==> src/rtl/txw_pkg.sv <==
package txw_pkg;
    localparam int WORD_W     = 32;
    localparam int LEN_W      = 16;
    localparam int DESC_BYTES = 8;
    localparam int FLAG_OWN   = 15;
    localparam int FLAG_WRAP  = 13;
    localparam int FLAG_LAST  = 11;

    typedef enum logic [3:0] {
        S_IDLE,
        S_RD_HDR,
        S_WT_HDR,
        S_RD_PTR,
        S_WT_PTR,
        S_RD_BUF,
        S_WT_BUF,
        S_STREAM,
        S_WRBACK
    } walk_state_e;
endpackage

==> src/rtl/txw_len_cap.sv <==
module txw_len_cap #(
    parameter int LEN_W     = 16,
    parameter int MAX_FRAME = 2032
) (
    input  logic [LEN_W-1:0] gathered,
    input  logic [LEN_W-1:0] req_len,
    output logic [LEN_W-1:0] eff_len,
    output logic             cut
);
    localparam logic [LEN_W-1:0] CAP = LEN_W'(MAX_FRAME);

    logic [LEN_W-1:0] room;

    always_comb begin
        room    = (gathered >= CAP) ? '0 : CAP - gathered;
        cut     = req_len > room;
        eff_len = cut ? room : req_len;
    end
endmodule

==> src/rtl/txw_byte_sel.sv <==
module txw_byte_sel #(
    parameter int WORD_W = 32
) (
    input  logic [WORD_W-1:0]               word,
    input  logic [$clog2(WORD_W/8)-1:0]     lane,
    output logic [7:0]                      byte_out
);
    localparam int LANES = WORD_W / 8;

    logic [7:0] lane_bytes [LANES];

    for (genvar g = 0; g < LANES; g++) begin : g_lane
        assign lane_bytes[g] = word[WORD_W-1-8*g -: 8];
    end

    assign byte_out = lane_bytes[lane];
endmodule

==> src/rtl/txw_next_ptr.sv <==
module txw_next_ptr #(
    parameter int ADDR_W     = 32,
    parameter int DESC_BYTES = 8
) (
    input  logic [ADDR_W-1:0] cur,
    input  logic [ADDR_W-1:0] base,
    input  logic              wrap,
    output logic [ADDR_W-1:0] nxt
);
    assign nxt = wrap ? base : cur + ADDR_W'(DESC_BYTES);
endmodule

==> src/rtl/txring_walker.sv <==
module txring_walker
    import txw_pkg::*;
#(
    parameter int ADDR_W    = 32,
    parameter int MAX_FRAME = 2032
) (
    input  logic              clk,
    input  logic              rst_n,
    input  logic              ctrl_en,
    input  logic              kick,
    input  logic              base_we,
    input  logic [ADDR_W-1:0] base_wdata,
    output logic              mem_req_valid,
    input  logic              mem_req_ready,
    output logic              mem_req_write,
    output logic [ADDR_W-1:0] mem_req_addr,
    output logic [WORD_W-1:0] mem_req_wdata,
    input  logic              mem_rsp_valid,
    input  logic [WORD_W-1:0] mem_rsp_rdata,
    output logic              tx_valid,
    input  logic              tx_ready,
    output logic [7:0]        tx_data,
    output logic              tx_last,
    output logic              ev_buf_done,
    output logic              ev_frame_done,
    output logic              ev_babble,
    output logic              busy
);
    localparam int LANES  = WORD_W / 8;
    localparam int LANE_W = $clog2(LANES);
    localparam logic [ADDR_W-1:0] ALIGN_MASK = ~ADDR_W'(LANES - 1);

    typedef struct packed {
        walk_state_e       st;
        logic [ADDR_W-1:0] cur;
        logic [ADDR_W-1:0] base;
        logic [15:0]       flags;
        logic [LEN_W-1:0]  len;
        logic [ADDR_W-1:0] bufa;
        logic [LEN_W-1:0]  eff;
        logic              cut;
        logic [LEN_W-1:0]  cnt;
        logic [WORD_W-1:0] word;
        logic [LEN_W-1:0]  gathered;
        logic              ev_buf;
        logic              ev_frm;
        logic              ev_bab;
    } walk_regs_t;

    walk_regs_t r_q, r_d;

    logic [LEN_W-1:0]  cap_eff;
    logic              cap_cut;
    logic [7:0]        lane_byte;
    logic [ADDR_W-1:0] next_desc;
    logic [LEN_W-1:0]  cnt_inc;

    txw_len_cap #(.LEN_W(LEN_W), .MAX_FRAME(MAX_FRAME)) u_cap (
        .gathered (r_q.gathered),
        .req_len  (r_q.len),
        .eff_len  (cap_eff),
        .cut      (cap_cut)
    );

    txw_byte_sel #(.WORD_W(WORD_W)) u_sel (
        .word     (r_q.word),
        .lane     (r_q.cnt[LANE_W-1:0]),
        .byte_out (lane_byte)
    );

    txw_next_ptr #(.ADDR_W(ADDR_W), .DESC_BYTES(DESC_BYTES)) u_next (
        .cur  (r_q.cur),
        .base (r_q.base),
        .wrap (r_q.flags[FLAG_WRAP]),
        .nxt  (next_desc)
    );

    assign cnt_inc = r_q.cnt + LEN_W'(1);

    always_comb begin
        r_d           = r_q;
        r_d.ev_buf    = 1'b0;
        r_d.ev_frm    = 1'b0;
        r_d.ev_bab    = 1'b0;
        mem_req_valid = 1'b0;
        mem_req_write = 1'b0;
        mem_req_addr  = '0;
        mem_req_wdata = '0;
        tx_valid      = 1'b0;
        tx_last       = 1'b0;
        tx_data       = lane_byte;

        case (r_q.st)
            S_IDLE: begin
                if (kick && ctrl_en) begin
                    r_d.st = S_RD_HDR;
                end
            end
            S_RD_HDR: begin
                mem_req_valid = 1'b1;
                mem_req_addr  = r_q.cur;
                if (mem_req_ready) r_d.st = S_WT_HDR;
            end
            S_WT_HDR: begin
                if (mem_rsp_valid) begin
                    r_d.flags = mem_rsp_rdata[31:16];
                    r_d.len   = mem_rsp_rdata[LEN_W-1:0];
                    r_d.st    = mem_rsp_rdata[16+FLAG_OWN] ? S_RD_PTR : S_IDLE;
                end
            end
            S_RD_PTR: begin
                mem_req_valid = 1'b1;
                mem_req_addr  = r_q.cur + ADDR_W'(4);
                if (mem_req_ready) r_d.st = S_WT_PTR;
            end
            S_WT_PTR: begin
                if (mem_rsp_valid) begin
                    r_d.bufa     = ADDR_W'(mem_rsp_rdata) & ALIGN_MASK;
                    r_d.eff      = cap_eff;
                    r_d.cut      = cap_cut;
                    r_d.gathered = r_q.gathered + cap_eff;
                    r_d.cnt      = '0;
                    r_d.st       = (cap_eff == '0) ? S_WRBACK : S_RD_BUF;
                end
            end
            S_RD_BUF: begin
                mem_req_valid = 1'b1;
                mem_req_addr  = r_q.bufa
                              + ADDR_W'({r_q.cnt[LEN_W-1:LANE_W], {LANE_W{1'b0}}});
                if (mem_req_ready) r_d.st = S_WT_BUF;
            end
            S_WT_BUF: begin
                if (mem_rsp_valid) begin
                    r_d.word = mem_rsp_rdata;
                    r_d.st   = S_STREAM;
                end
            end
            S_STREAM: begin
                tx_valid = 1'b1;
                tx_last  = r_q.flags[FLAG_LAST] && (cnt_inc == r_q.eff);
                if (tx_ready) begin
                    r_d.cnt = cnt_inc;
                    if (cnt_inc == r_q.eff) begin
                        r_d.st = S_WRBACK;
                    end else if (r_q.cnt[LANE_W-1:0] == LANE_W'(LANES - 1)) begin
                        r_d.st = S_RD_BUF;
                    end
                end
            end
            S_WRBACK: begin
                mem_req_valid = 1'b1;
                mem_req_write = 1'b1;
                mem_req_addr  = r_q.cur;
                mem_req_wdata = {r_q.flags & ~(16'h1 << FLAG_OWN), r_q.len};
                if (mem_req_ready) begin
                    r_d.ev_buf = 1'b1;
                    r_d.ev_frm = r_q.flags[FLAG_LAST];
                    r_d.ev_bab = r_q.cut;
                    r_d.cur    = next_desc;
                    if (r_q.flags[FLAG_LAST]) r_d.gathered = '0;
                    r_d.st     = S_RD_HDR;
                end
            end
            default: r_d.st = S_IDLE;
        endcase

        if (base_we && r_q.st == S_IDLE) begin
            r_d.base = base_wdata & ALIGN_MASK;
            r_d.cur  = base_wdata & ALIGN_MASK;
        end
    end

    always_ff @(posedge clk) begin
        if (!rst_n) begin
            r_q    <= '0;
            r_q.st <= S_IDLE;
        end else begin
            r_q <= r_d;
        end
    end

    assign ev_buf_done   = r_q.ev_buf;
    assign ev_frame_done = r_q.ev_frm;
    assign ev_babble     = r_q.ev_bab;
    assign busy          = r_q.st != S_IDLE;
endmodule

==> config.mk <==
export PLATFORM = sky130hd
export DESIGN_NAME = txring_walker
export DESIGN_NICKNAME = d
export VERILOG_FILES = /design/src/rtl/txw_pkg.sv /design/src/rtl/txw_len_cap.sv /design/src/rtl/txw_byte_sel.sv /design/src/rtl/txw_next_ptr.sv /design/src/rtl/txring_walker.sv
export SDC_FILE = /design/constraint.sdc
export NUM_CORES = 1
export LEC_CHECK = 0
export ABC_AREA = 1
export BUFFER_PORTS_ARGS = -buffer_cell sky130_fd_sc_hd__buf_2
export CORE_MARGIN = 2
export CORE_UTILIZATION = 64
export DETAILED_ROUTE_END_ITERATION = 10
export GPL_TIMING_DRIVEN = 0
export PLACE_DENSITY = 0.93
export SYNTH_ARGS = -nofsm -noshare
export SYNTH_HDL_FRONTEND = slang
export SYNTH_SLANG_ARGS = --single-unit
==> constraint.sdc <==
create_clock -name clk -period 8.7 [get_ports clk]
set_clock_uncertainty 0.15 [all_clocks]
set_input_delay 1.305 -clock clk [delete_from_list [all_inputs] [get_ports clk]]
set_output_delay 1.305 -clock clk [all_outputs]
set_load 0.02 [all_outputs]
==> Word level (Yosys, flattened, before mapping) <==
Index checks and enable logic that the tools add are counted.
{ "word_totals": {"ff_bits": 211, "output_inout_bits": 80, "word_cells": 105} }
{ "classes": {"add_sub_neg": 6, "order_cmp": 3, "eq_ne": 21, "mux": 35, "bitwise_logic": 2, "reduce_logical": 23} }
{ "op_table": {"columns": ["cell", "count"], "rows": [
  ["2-to-1 mux 16 bit", 6],
  ["one-hot mux 32 bit (3 select lines)", 1],
  ["2-to-1 mux 32 bit", 2],
  ["2-to-1 mux 64 bit", 1],
  ["one-hot mux 16 bit (2 select lines)", 2],
  ["2-to-1 mux 4 bit", 11],
  ["2-to-1 mux 36 bit", 1],
  ["one-hot mux 4 bit (9 select lines)", 1],
  ["adder 32 x 16 -> 32 bit", 1],
  ["adder 32 x 3 -> 32 bit (second input constant)", 1],
  ["adder 32 x 4 -> 32 bit (second input constant)", 1],
  ["2-to-1 mux 31 bit", 1],
  ["!= test 2 bit (second input constant)", 10],
  ["2-to-1 mux 19 bit", 1],
  ["adder 16 x 1 -> 16 bit (second input constant)", 1],
  ["adder 16 bit", 1],
  ["binary-select mux 8 bit (select 2 bit)", 1],
  ["equality test 16 bit", 1],
  ["equality test 4 x 3 -> 1 bit (second input constant)", 4],
  [">= comparator 16 x 11 -> 1 bit (second input constant)", 1],
  ["greater-than comparator 16 bit", 1],
  ["logical NOT 16 bit", 1],
  ["2-to-1 mux 8 bit", 2],
  ["subtractor 11 x 16 -> 16 bit (first input constant)", 1],
  ["other kinds (20)", 36]
]} }

==> Logic depth before layout (Yosys ltp) <==
Gate-level depths: netlist of run 1.
{ "logic_depth": {"ltp_word": 8, "mapped_depth": 36} }

==> By module <==
Synthesis of run 1 repeated with hierarchy kept, for this count alone.
{ "unflattened": {"cells_unflattened": 2247, "hier_area_um2": 13899.6} }
{ "by_module_without_submodules": {"columns": ["module", "n_inst", "cells_per_inst", "area_per_inst_um2", "seq_area_each_um2"], "rows": [
  ["txring_walker", 1, 1711, 11354.6, 4224.1],
  ["txw_next_ptr", 1, 262, 1197.4, 0.0],
  ["txw_len_cap", 1, 180, 952.2, 0.0],
  ["txw_byte_sel", 1, 94, 395.4, 0.0]
]} }

==> Worst setup path after synthesis of run 1 <==
OpenSTA, ideal clock, no wires.
{ "synth_path": {"path_kind": "register to register", "from": "register r_q[4] in the netlist's numbering", "to": "register r_q[15] in the netlist's numbering", "setup_time_ns": 0.134, "arrival_time_ns": 4.014, "setup_slack_ns": 4.402, "stages_incl_launch_ff": 33, "path_buffers": 0, "period_less_slack_ns": 4.298, "cell_sequence": "dfxtp_1 -> inv_1 -> ha_1 -> nand3_1 -> nand2_1 -> xnor2_1 -> or2_2 -> ha_1 -> nand2_1 -> nor2_1 -> nand2_1 -> nand2_1 -> nand2_1 -> nand2_1 -> nand2_1 -> nand2_1 -> nand2_1 -> inv_1 -> ha_1 -> inv_1 -> fa_1 -> o21ai_0 -> nand2_1 -> inv_1 -> nand2_1 -> nand2_1 -> a21boi_0 -> o21ai_0 -> inv_1 -> o21ai_0 -> nand2_1 -> nand3_1 -> a21oi_1"} }
{ "synth_via": {"elab_chain_len": 7, "word_cells_on_any_way": 8, "cone_classes": "2 x add/sub; 2 x order compare; 4 x mux"} }
{ "synth_rtl": {"columns": ["element", "line", "text"], "rows": [
  ["from (decl)", "txring_walker.sv:50", "walk_regs_t r_q, r_d;"],
  ["from (signal assigned)", "txring_walker.sv:178", "r_q <= r_d;"],
  ["subtractor 11 x 16 -> 16 bit / >= comparator 16 x 11 -> 1 bit (equally long branches)", "txw_len_cap.sv:15", "room = (gathered >= CAP) ? '0 : CAP - gathered;"],
  ["2-to-1 mux 16 bit", "txw_len_cap.sv:15", null],
  ["greater-than comparator 16 bit", "txw_len_cap.sv:16", "cut = req_len > room;"],
  ["2-to-1 mux 16 bit", "txw_len_cap.sv:17", "eff_len = cut ? room : req_len;"],
  ["adder 16 bit (*)", "txring_walker.sv:121", "r_d.gathered = r_q.gathered + cap_eff;"],
  ["2-to-1 mux 16 bit (*)", "txring_walker.sv:117", "if (mem_rsp_valid) begin"],
  ["one-hot mux 16 bit (2 select lines) (*)", "txring_walker.sv:93", "case (r_q.st)"]
]} }
Every way passes the cells marked *; elsewhere a longest branch is shown, timed or not. The select of a mux whose other input is x is not followed.
A chain may end at the register's enable or synchronous reset.

==> Worst setup path in the final report of run 1 <==
Ends and elaborated chain as after synthesis.

==> summary.md, run 1 <==
| Metric | Value |
|---|---|
| Seq/Total Area, Yosys | `0.321` |
| Final Hold Viols | `0` |
| Total GRT Usage | `0.436` |
| Number of placed I/O pins | `152` |
| Synth Area per Inst | `6.49 um2` |
| 1st-iter DRT viols | `1738` |
| Pwr Density | `182 nW/um2` |
| GR Overflow Total | `0` |
| Clock sinks | `211` |
| Achievable Freq | `0.189 GHz` |
| TritonCTS Buffers | `23` |
| Leakage | `6.30 nW` |
| Worst-Margin Slew | `1.02 ns` |
| Netlist cell types | `62` |
| FF+latch area | `4220 um2` |
| Worst slew margin | `0.318` |
| DR pass1 iterations | `6` |
| Area Growth Syn to Fin | `14.3%` |
| CTS Root Cell | `clkbuf_16` |
| Final setup viols | `0` |
| Post-route ant nets | `0` |
| Hold buffers post-CTS | `0` |
| Arr. time, crit path | `5.52 ns` |
| Post-Synthesis Cells | `2029` |
| Proportion of layout cells with a drive suffix above 1 | `0.118` |
| Synth Register Bits | `211` |
| WL/cell | `19.7 um` |
| Die area | `21800 um2` |
| Setup TNS | `0 ns` |
| Crit path max fanout | `9` |
| Number of I/O port buffers | `147` |
| Maxcap violations | `0` |
| Post-synth ARST share | `0` |
| Slowest stage delay, CP | `0.41 ns` |
| Vias in the first global route | `14520` |
| CP top delay family | `simple AND/OR/NAND/NOR gates` |
| Outcome | `complete, no violations` |
| H-tree depth | `1` |
| WL final | `49.1 mm` |
| Unrepaired setup endpoints after global routing | `false` |
| Number of enable flip-flop cells after synthesis | `0` |
| Min Tclk post-route | `5.29 ns` |
| Initial antenna violation count | `2` |
| Post-CTS Setup Bufs | `0` |
| Clock Latency Late Sink | `0.54 ns` |
| Crit. End Element | `flip-flop` |
| # fillers | `1659` |
| CTS tree | `yes` |
| Initial Util | `0.651` |
| Setup WS post-layout | `3.41 ns` |
| Worst vdd rail ir drop | `167 uV` |
| First-pass GRT wire length | `75.0 mm` |
| Count of final max-slew check failures | `0` |
| Buf/Inv on CP | `5` |
| # DRC | `0` |
| CTS max path bufs | `3` |
| Clock-pin slew on the worst setup and hold paths | `0.06 ns` |
| Die width | `147 um` |
| Post-CTS sizing | `0` |
| HP Class | `flip-flop to flip-flop` |
| Crit Path Category | `flip-flop to flip-flop` |
| Crit start category | `flip-flop` |
| Setup WS pre-CTS | `3.54 ns` |
| Area occupied by multi-input gates | `7700 um2` |
| Placed insts | `2450` |
| Via count | `15473` |
| Core box area | `20200 um2` |
| Non-Filler Instances | `2494` |
| DP HPWL | `38.0 mm` |
| Synth Cell Area | `13200 um2` |
| Die height | `147 um` |
| Largest net degree at the start of global routing | `14` |
| Worst EP required | `8.93 ns` |
| Placer Congestion | `1.01` |
| Yosys Warn Count | `0` |
| Cell with the most instances on the worst path | `nand2_1` |
| Nets | `2330` |
| CP max stage cell | `fa_1` |
| Rows | `52` |
| Primary FF master, synth | `dfxtp_1` |
| Vias per cell | `6.20` |
| Fin crit share | `0.608` |
[per-stage QoR]
step | cell area [um2] | hold WS (ns) | power [mW] | utilization
after floorplan | 13200 | 0.275 | 1.49 | -
after global placement | 14300 | 0.286 | 1.69 | 0.705
after detailed placement | 14300 | 0.293 | 1.71 | 0.705
after CTS | 15000 | 0.305 | 2.70 | 0.744
after global routing | 15100 | 0.316 | 2.82 | 0.744
final | 15100 | 0.306 | 2.74 | 0.744
[layout make-up]
| cell class | instances | area share |
|---|---|---|
| Multi-Input combinational cell | 1493 | 0.511 |
| Clock buffer | 33 | 0.0460 |
| Buffer | 96 | 0.0259 |
| Clock inverter | 8 | 0.00607 |
| Timing Repair Buffer | 147 | 0.0489 |
| Tap cell | 270 | 0.0224 |
| Sequential cell | 211 | 0.281 |
| Inverter | 233 | 0.0582 |
| Antenna cell | 3 | 0.000499 |
[worst paths after layout]
| path | cells past startpoint | to | from | slack, ns |
|---|---|---|---|---|
| hold / removal | 2 | r_q[181]$_SDFFE_PP0P_ | r_q[181]$_SDFFE_PP0P_ | 0.31 |
| setup reg to reg | 32 | r_q[15]$_SDFFE_PN0P_ | r_q[4]$_SDFFE_PN0P_ | 3.41 |
| setup / recovery | 32 | r_q[15]$_SDFFE_PN0P_ | r_q[4]$_SDFFE_PN0P_ | 3.41 |
| hold reg to reg | 2 | r_q[181]$_SDFFE_PP0P_ | r_q[181]$_SDFFE_PP0P_ | 0.31 |
[cell usage in the layout (no fill, tap or decap), drive strengths merged, types with 7 or more instances in the layout]
cell,Yosys,routed
o211ai,17,17
o221ai,8,8
nor2,178,178
o21ai,156,156
nand3,132,132
nor3,33,33
xnor2,8,8
buf,17,164
nand2,481,481
nand4,24,24
nor4,9,9
or2,9,9
clkbuf,79,112
clkinv,4,7
ha,51,51
a21oi,249,249
dfxtp,211,211
o22ai,29,29
xor2,25,25
a31oi,33,33
inv,229,230
[state kept, by name, summed over array words and instances (netlist names)]
signal         flops
ev_babble          1
ev_buf_done        1
ev_frame_done      1
r_q              208
[kinds of logic (layout without fill, tap and decap cells)]
group,after synthesis,in the layout,share of synthesized area
fa+ha+maj,53,53,0.0515
buf+inv,329,517,0.0961
simple gates,872,872,0.284
compound gates,527,527,0.221
xor+xnor,35,35,0.0259
flops,211,211,0.321
other cells,2,9,0.000570
[tightest hold or removal path: cells and delay by family, from the launching register on]
| kind | cells | cell delay (ns) |
|---|---|---|
| flops | 1 | 0.30 |
| simple gates | 1 | 0.05 |
| buf+inv | 1 | 0.06 |
[synthesized netlist by cell type, drive strengths merged, types with 3 or more instances]
| cell type | n | area [um2] |
|---|---|---|
| nor4 | 9 | 56.3 |
| nand3 | 132 | 681 |
| clkbuf | 79 | 298 |
| clkinv | 4 | 16.3 |
| or2 | 9 | 56.3 |
| a21oi | 249 | 1260 |
| o221ai | 8 | 70.1 |
| dfxtp | 211 | 4220 |
| a31oi | 33 | 206 |
| xnor2 | 8 | 70.1 |
| o21ai | 156 | 785 |
| o22ai | 29 | 181 |
| ha | 51 | 638 |
| nor2 | 178 | 728 |
| o21bai | 4 | 37.5 |
| nor3 | 33 | 198 |
| o211ai | 17 | 128 |
| o31ai | 3 | 22.5 |
| a22oi | 4 | 30.0 |
| a21o | 6 | 45.0 |
| nand2 | 481 | 1840 |
| xor2 | 25 | 226 |
| inv | 229 | 860 |
| buf | 17 | 92.6 |
| a221oi | 3 | 26.3 |
| nand4 | 24 | 150 |
[routing by layer]
metal / wire [um] / GRT usage / part of all wire / vias to the layer above
li1: - / - / - / 7138
met3: 5480 / 0.0753 / 0.11 / 225
met4: 3340 / 0.275 / 0.068 / 0
met5: 0 / 0 / 0 / -
met1: 18000 / 0.523 / 0.37 / 7033
met2: 22400 / 0.727 / 0.46 / 1077
[power breakdown]
part | switching, mW | internal, mW
Sequential | 0.0589 | 1.04
Clock | 0.424 | 0.588
Combinational | 0.458 | 0.175
Total | 0.940 | 1.80
(Power assumes the default switching activity.)
==> run 2, diff against run 1 <==
- CORE_UTILIZATION: 64 -> 60
- PLACE_DENSITY: 0.93 -> 0.89
- clock period: 8.7 -> 5.55 ns (I/O delays scaled with it)
==> run 2 against run 1 <==
Against the previous run: via count fell by 3.0%; flip-flop and latch count unchanged; final area barely moved.
==> summary.md, run 2 (same netlist as run 1, synthesis figures left out) <==
| Metric | Value |
|---|---|
| Outcome | `complete, no violations` |
| Final Hold Viols | `0 (unchanged)` |
| Die width | `152 um (+3.2%)` |
| Met2 WL | `21.4 mm (-4.1%)` |
| Reg-to-reg critical path startpoint | `r_q[4]$_SDFFE_PN0P_` |
| Arr. time, crit path | `5.25 ns (-0.27 ns)` |
| Proportion of layout cells with a drive suffix above 1 | `0.116 (-0.00164)` |
| Post-route ant nets | `0 (unchanged)` |
| Reg with most FFs | `r_q` |
| 1st-iter DRT viols | `1454 (-16%)` |
| Fin crit share | `0.907 (+0.299)` |
| Top routing layer used | `met4` |
| Worst EP required | `5.77 ns (-3.16 ns)` |
| First-pass GRT wire length | `73.9 mm (-1.5%)` |
| # fillers | `1879 (+13%)` |
| Leakage | `6.31 nW (about the same)` |
| Nets | `2330 (unchanged)` |
| Achievable Freq | `0.199 GHz (+5.1%)` |
| Count of final max-slew check failures | `0 (unchanged)` |
| Core box area | `21700 um2 (+7.2%)` |
| Crit. End Element | `flip-flop` |
| Unrepaired setup endpoints after global routing | `true` |
| Flop2flop setup slack | `0.51 ns (-2.89 ns)` |
| # DRC | `0 (unchanged)` |
| Rows | `54 (+3.8%)` |
| Clock sinks | `211 (unchanged)` |
| WL final | `47.4 mm (-3.5%)` |
| CTS tree | `yes` |
| Vias in the first global route | `13870 (-4.5%)` |
| Final core area utilization | `0.694 (-0.0498)` |
| Most common cell after layout, fill and taps aside | `nand2_1` |
| Crit Path Category | `flip-flop to flip-flop` |
| Commonest non-fill, non-tap cells in the layout | `nand2_1, a21oi_1, inv_1` |
| Hold depth | `2 (unchanged)` |
| DP HPWL | `37.1 mm (-2.3%)` |
| Total GRT Usage | `0.395 (-0.0415)` |
| Crit path max fanout | `9 (unchanged)` |
| Initial antenna violation count | `0 (-2)` |
| Clock Latency Late Sink | `0.53 ns (about the same)` |
| Number of placed I/O pins | `152 (unchanged)` |
| Crit start category | `flip-flop` |
| Routed length on met3 | `5.05 mm (-7.8%)` |
| CTS max path bufs | `3 (unchanged)` |
| Non-Filler Instances | `2498 (+0.16%)` |
| Area Growth Syn to Fin | `14.3% (about the same)` |
| Vias per cell | `6.01 (-3.2%)` |
| CTS Root Cell | `clkbuf_16` |
| Slowest stage delay, CP | `0.41 ns (about the same)` |
| DR pass1 iterations | `7 (+1)` |
| CP max stage cell | `fa_1` |
| Initial Util | `0.608 (-0.0437)` |
| Worst slew margin | `0.285 (-0.0328)` |
| WL/cell | `19.0 um (-3.6%)` |
| Pwr Density | `286 nW/um2 (+57%)` |
| Reg2reg end | `r_q[15]$_SDFFE_PN0P_` |
| GR Overflow Total | `0 (unchanged)` |
| Hold buffers post-CTS | `0 (unchanged)` |
| HP Class | `flip-flop to flip-flop` |
| Hold Crit Start | `r_q[181]$_SDFFE_PP0P_` |
| H-tree depth | `1 (unchanged)` |
| Clock-pin slew on the worst setup and hold paths | `0.06 ns (about the same)` |
| Maxcap violations | `0 (unchanged)` |
| Final setup viols | `0 (unchanged)` |
| Via count | `15002 (-3.0%)` |
| Setup WS pre-CTS | `0.533 ns (-3.00 ns)` |
| Hold path endpoint | `r_q[181]$_SDFFE_PP0P_` |
| Max reg flops | `208 (unchanged)` |
| Die height | `152 um (+3.2%)` |
| ANT cells | `0 (-3)` |
| Worst reg2reg path depth | `32 (unchanged)` |
| Worst-Margin Slew | `1.06 ns (+0.0488 ns)` |
| TritonCTS Buffers | `23 (unchanged)` |
| Min Tclk post-route | `5.04 ns (-0.256 ns)` |
| Largest net degree at the start of global routing | `14 (unchanged)` |
| Cell with the most instances on the worst path | `nand2_1` |
| Placed insts | `2460 (+0.41%)` |
| WL met1 | `18.4 mm (+2.7%)` |
| Die area | `23200 um2 (+6.5%)` |
| Setup WS post-layout | `0.514 ns (-2.89 ns)` |
| Number of I/O port buffers | `147 (unchanged)` |
| Placer Congestion | `1.01 (+0.30%)` |
| Worst vdd rail ir drop | `231 uV (+38%)` |
## run 2: area by class of cell
cell class                 instances  area (um2)  share of cell area
buffer                            96         390              0.0259
clock buffer                      33         673              0.0447
clock inverter                     5         104             0.00690
inverter                         233         876              0.0582
multi-input combinational       1493        7700               0.512
sequential                       211        4220               0.281
tap                              280         350              0.0233
timing repair buffer             147         736              0.0489
## run 2: how the worst max path moves through the flow
stage	to	slack [ns]	startpoint	depth (start not counted)
floorplan	r_q[15]$_SDFFE_PN0P_	1.25	r_q[4]$_SDFFE_PN0P_	32
global placement	r_q[16]$_SDFFE_PN0P_	0.60	r_q[4]$_SDFFE_PN0P_	29
detailed placement	r_q[15]$_SDFFE_PN0P_	0.53	r_q[4]$_SDFFE_PN0P_	32
CTS	r_q[15]$_SDFFE_PN0P_	0.38	r_q[4]$_SDFFE_PN0P_	32
global route	r_q[15]$_SDFFE_PN0P_	-0.06	r_q[4]$_SDFFE_PN0P_	32
finish	r_q[15]$_SDFFE_PN0P_	0.51	r_q[4]$_SDFFE_PN0P_	32
## run 2: worst max-delay path: cells and delay by family, from the launching register on
family          cells  cell delay, ns
xor+xnor            1            0.13
simple gates       17            1.96
buf+inv             5            0.39
compound gates      5            0.78
fa+ha+maj           4            1.08
flops               1            0.38
## run 2: routing by layer
metal	up-vias	track usage
li1	7122	-
met1	6838	0.512
met2	883	0.649
met3	159	0.0592
met4	0	0.186
met5	-	0
## run 2: repair_timing
item / in CTS / in global routing
setup endpoints to repair: 0 / 3
gates resized for setup: 0 / 5
buffers inserted: 0 / 0
## run 2: report_power, final
group	total (mW)	internal [mW]	switching, mW
Combinational	0.972	0.274	0.698
Sequential	1.71	1.62	0.0863
Clock	1.62	0.976	0.646
Total	4.30	2.87	1.43
## run 2: stage by stage
stage          TNS, ns  cell area [um2]  hold slack (ns)  total power, mW
4_1_cts              0            15100            0.305             4.27
2_1_floorplan        0            13200            0.275             2.33
3_5_place_dp         0            14300            0.296             2.68
6_report             0            15100            0.302             4.30
3_3_place_gp         0            14300            0.286             2.65
5_1_grt        -0.0552            15100            0.329             4.45
==> run 3, diff against run 2 <==
- BUFFER_PORTS_ARGS: -buffer_cell sky130_fd_sc_hd__buf_2 -> unset
- CORE_UTILIZATION: 60 -> 65
- DONT_BUFFER_PORTS: unset -> 1
- PLACE_DENSITY: 0.89 -> 0.88
==> run 3 against run 2 <==
Against the previous run: final area is 5.1% lower; register-to-register slack worse by 0.09 ns; sequential share of layout area is 1.5 points higher; flip-flop and latch count unchanged; critical path depth decreased by 3; critical path type unchanged; highest routed layer unchanged.
==> summary.md, run 3 (same netlist as run 1, synthesis figures left out) <==
| Metric | Value |
|---|---|
| Outcome | `complete, no violations` |
| Core box area | `20000 um2 (-7.6%)` |
| Min Tclk post-route | `5.13 ns (+0.0927 ns)` |
| Setup WS pre-CTS | `0.397 ns (-0.136 ns)` |
| Die height | `146 um (-3.8%)` |
| Setup WS post-layout | `0.421 ns (-0.0927 ns)` |
| Commonest non-fill, non-tap cells in the layout | `nand2_1, a21oi_1, inv_1` |
| Worst vdd rail ir drop | `268 uV (+16%)` |
| Pwr Density | `290 nW/um2 (+1.5%)` |
| Worst reg2reg path depth | `29 (-9.4%)` |
| Final Hold Viols | `0 (unchanged)` |
| Crit. End Element | `flip-flop` |
| Hold depth | `2 (unchanged)` |
| Hold path endpoint | `r_q[87]$_SDFFE_PN0P_` |
| Number of I/O port buffers | `0 (-100%)` |
| Rows | `52 (-3.7%)` |
| Placer Congestion | `1.04 (+2.7%)` |
| CP top delay family | `simple AND/OR/NAND/NOR gates` |
| DP HPWL | `36.3 mm (-2.1%)` |
| First-pass GRT wire length | `71.6 mm (-3.1%)` |
| Die area | `21400 um2 (-7.5%)` |
| Clock sinks | `211 (unchanged)` |
| Worst EP required | `5.78 ns (about the same)` |
| WL/cell | `19.7 um (+3.5%)` |
| Vias in the first global route | `13640 (-1.7%)` |
| Final setup viols | `0 (unchanged)` |
| CP Launch Point | `r_q[4]$_SDFFE_PN0P_` |
| Clock-pin slew on the worst setup and hold paths | `0.06 ns (about the same)` |
| Nets | `2184 (-6.3%)` |
| CTS Root Cell | `clkbuf_16` |
| Area Growth Syn to Fin | `8.49%` |
| Post-route ant nets | `0 (unchanged)` |
| Maxcap violations | `0 (unchanged)` |
| Vias per cell | `6.15 (+2.4%)` |
| H-tree depth | `1 (unchanged)` |
| Total GRT Usage | `0.419 (+0.0249)` |
| 1st-iter DRT viols | `1453 (-0.069%)` |
| Clock Latency Late Sink | `0.54 ns (about the same)` |
| Buf/Inv on CP | `5 (unchanged)` |
| Leakage | `5.59 nW (-11%)` |
| TritonCTS Buffers | `24 (+4.3%)` |
| CP max stage cell | `dfxtp_1` |
| HP Class | `primary input to flip-flop` |
| Worst slew margin | `0.332 (+0.0464)` |
| Reg with most FFs | `r_q` |
| Most common cell after layout, fill and taps aside | `nand2_1` |
| WL final | `46.1 mm (-2.8%)` |
| Crit path max fanout | `10 (+1)` |
| # DRC | `0 (unchanged)` |
| Reg-to-reg critical path startpoint | `r_q[4]$_SDFFE_PN0P_` |
| Proportion of layout cells with a drive suffix above 1 | `0.0554 (-0.0609)` |
| Cell with the most instances on the worst path | `nand2_1` |
| Flop2flop setup slack | `0.42 ns (-0.09 ns)` |
| Via count | `14430 (-3.8%)` |
| Crit start category | `flip-flop` |
| DR pass1 iterations | `6 (-1)` |
| Die width | `146 um (-3.8%)` |
| Initial Util | `0.658 (+0.0500)` |
| CTS tree | `yes` |
| Achievable Freq | `0.195 GHz (-1.8%)` |
| Setup TNS | `0 ns (unchanged)` |
| Fin crit share | `0.924 (+0.0167)` |
| Crit Path Category | `flip-flop to flip-flop` |
| Arr. time, crit path | `5.36 ns (+0.11 ns)` |
| Hold buffers post-CTS | `0 (unchanged)` |
| Initial antenna violation count | `0 (unchanged)` |
| Unrepaired setup endpoints after global routing | `false` |
| Number of placed I/O pins | `152 (unchanged)` |
| Max reg flops | `208 (unchanged)` |
| CTS max path bufs | `3 (unchanged)` |
| Reg2reg end | `r_q[15]$_SDFFE_PN0P_` |
| Hold Crit Start | `mem_rsp_rdata[3]` |
| Worst-Margin Slew | `1.00 ns (-0.0614 ns)` |
| Count of final max-slew check failures | `0 (unchanged)` |
| Slowest stage delay, CP | `0.40 ns (about the same)` |
| Largest net degree at the start of global routing | `14 (unchanged)` |
| GR Overflow Total | `0 (unchanged)` |
-- run 3: layout make-up --
cell class,instances,area [um2]
clock inverter,8,71.3
fill,1799,5740
clock buffer,34,688
tap,270,338
buffer,96,392
antenna,1,2.50
inverter,233,876
sequential,211,4220
multi-input combinational,1493,7700
-- run 3: per-stage QoR --
step                      area (um2)  utilization  cells  total power, mW  hold slack (ns)
after floorplan                13200            -   2033             2.33            0.275
after global placement         13500        0.675   2303             2.59            0.291
after detailed placement       13500        0.675   2303             2.61            0.296
after CTS                      14300        0.713   2345             4.11            0.279
after global routing           14300        0.713   2345             4.28            0.282
final                          14300        0.713   2346             4.15            0.286
-- run 3: worst max path at each step --
stage / cells after the start / endpoint / slack (ns)
after global placement: 32 / r_q[15]$_SDFFE_PN0P_ / 0.52
after global routing: 29 / r_q[15]$_SDFFE_PN0P_ / 0.03
after detailed placement: 29 / r_q[15]$_SDFFE_PN0P_ / 0.40
after floorplan: 32 / r_q[15]$_SDFFE_PN0P_ / 1.25
final: 29 / r_q[15]$_SDFFE_PN0P_ / 0.42
after CTS: 29 / r_q[15]$_SDFFE_PN0P_ / 0.37
-- run 3: routing by layer --
layer | global-route usage | up-vias | part of all wire
met5 | 0 | - | 0
met4 | 0.258 | 0 | 0.069
met3 | 0.0725 | 194 | 0.094
met2 | 0.702 | 801 | 0.46
met1 | 0.504 | 6597 | 0.38
li1 | - | 6838 | -
-- run 3: repair_timing --
| action | CTS | global route |
|---|---|---|
| endpoints found under the setup margin | 0 | 4 |
| gates resized for setup | 0 | 5 |
| setup buffers | 0 | 0 |
-- run 3: power by group --
part           total (mW)  switching (mW)  internal [mW]
clock                1.53           0.658          0.867
combinational       0.905           0.667          0.239
sequential           1.71          0.0909           1.62
total                4.15            1.42           2.73
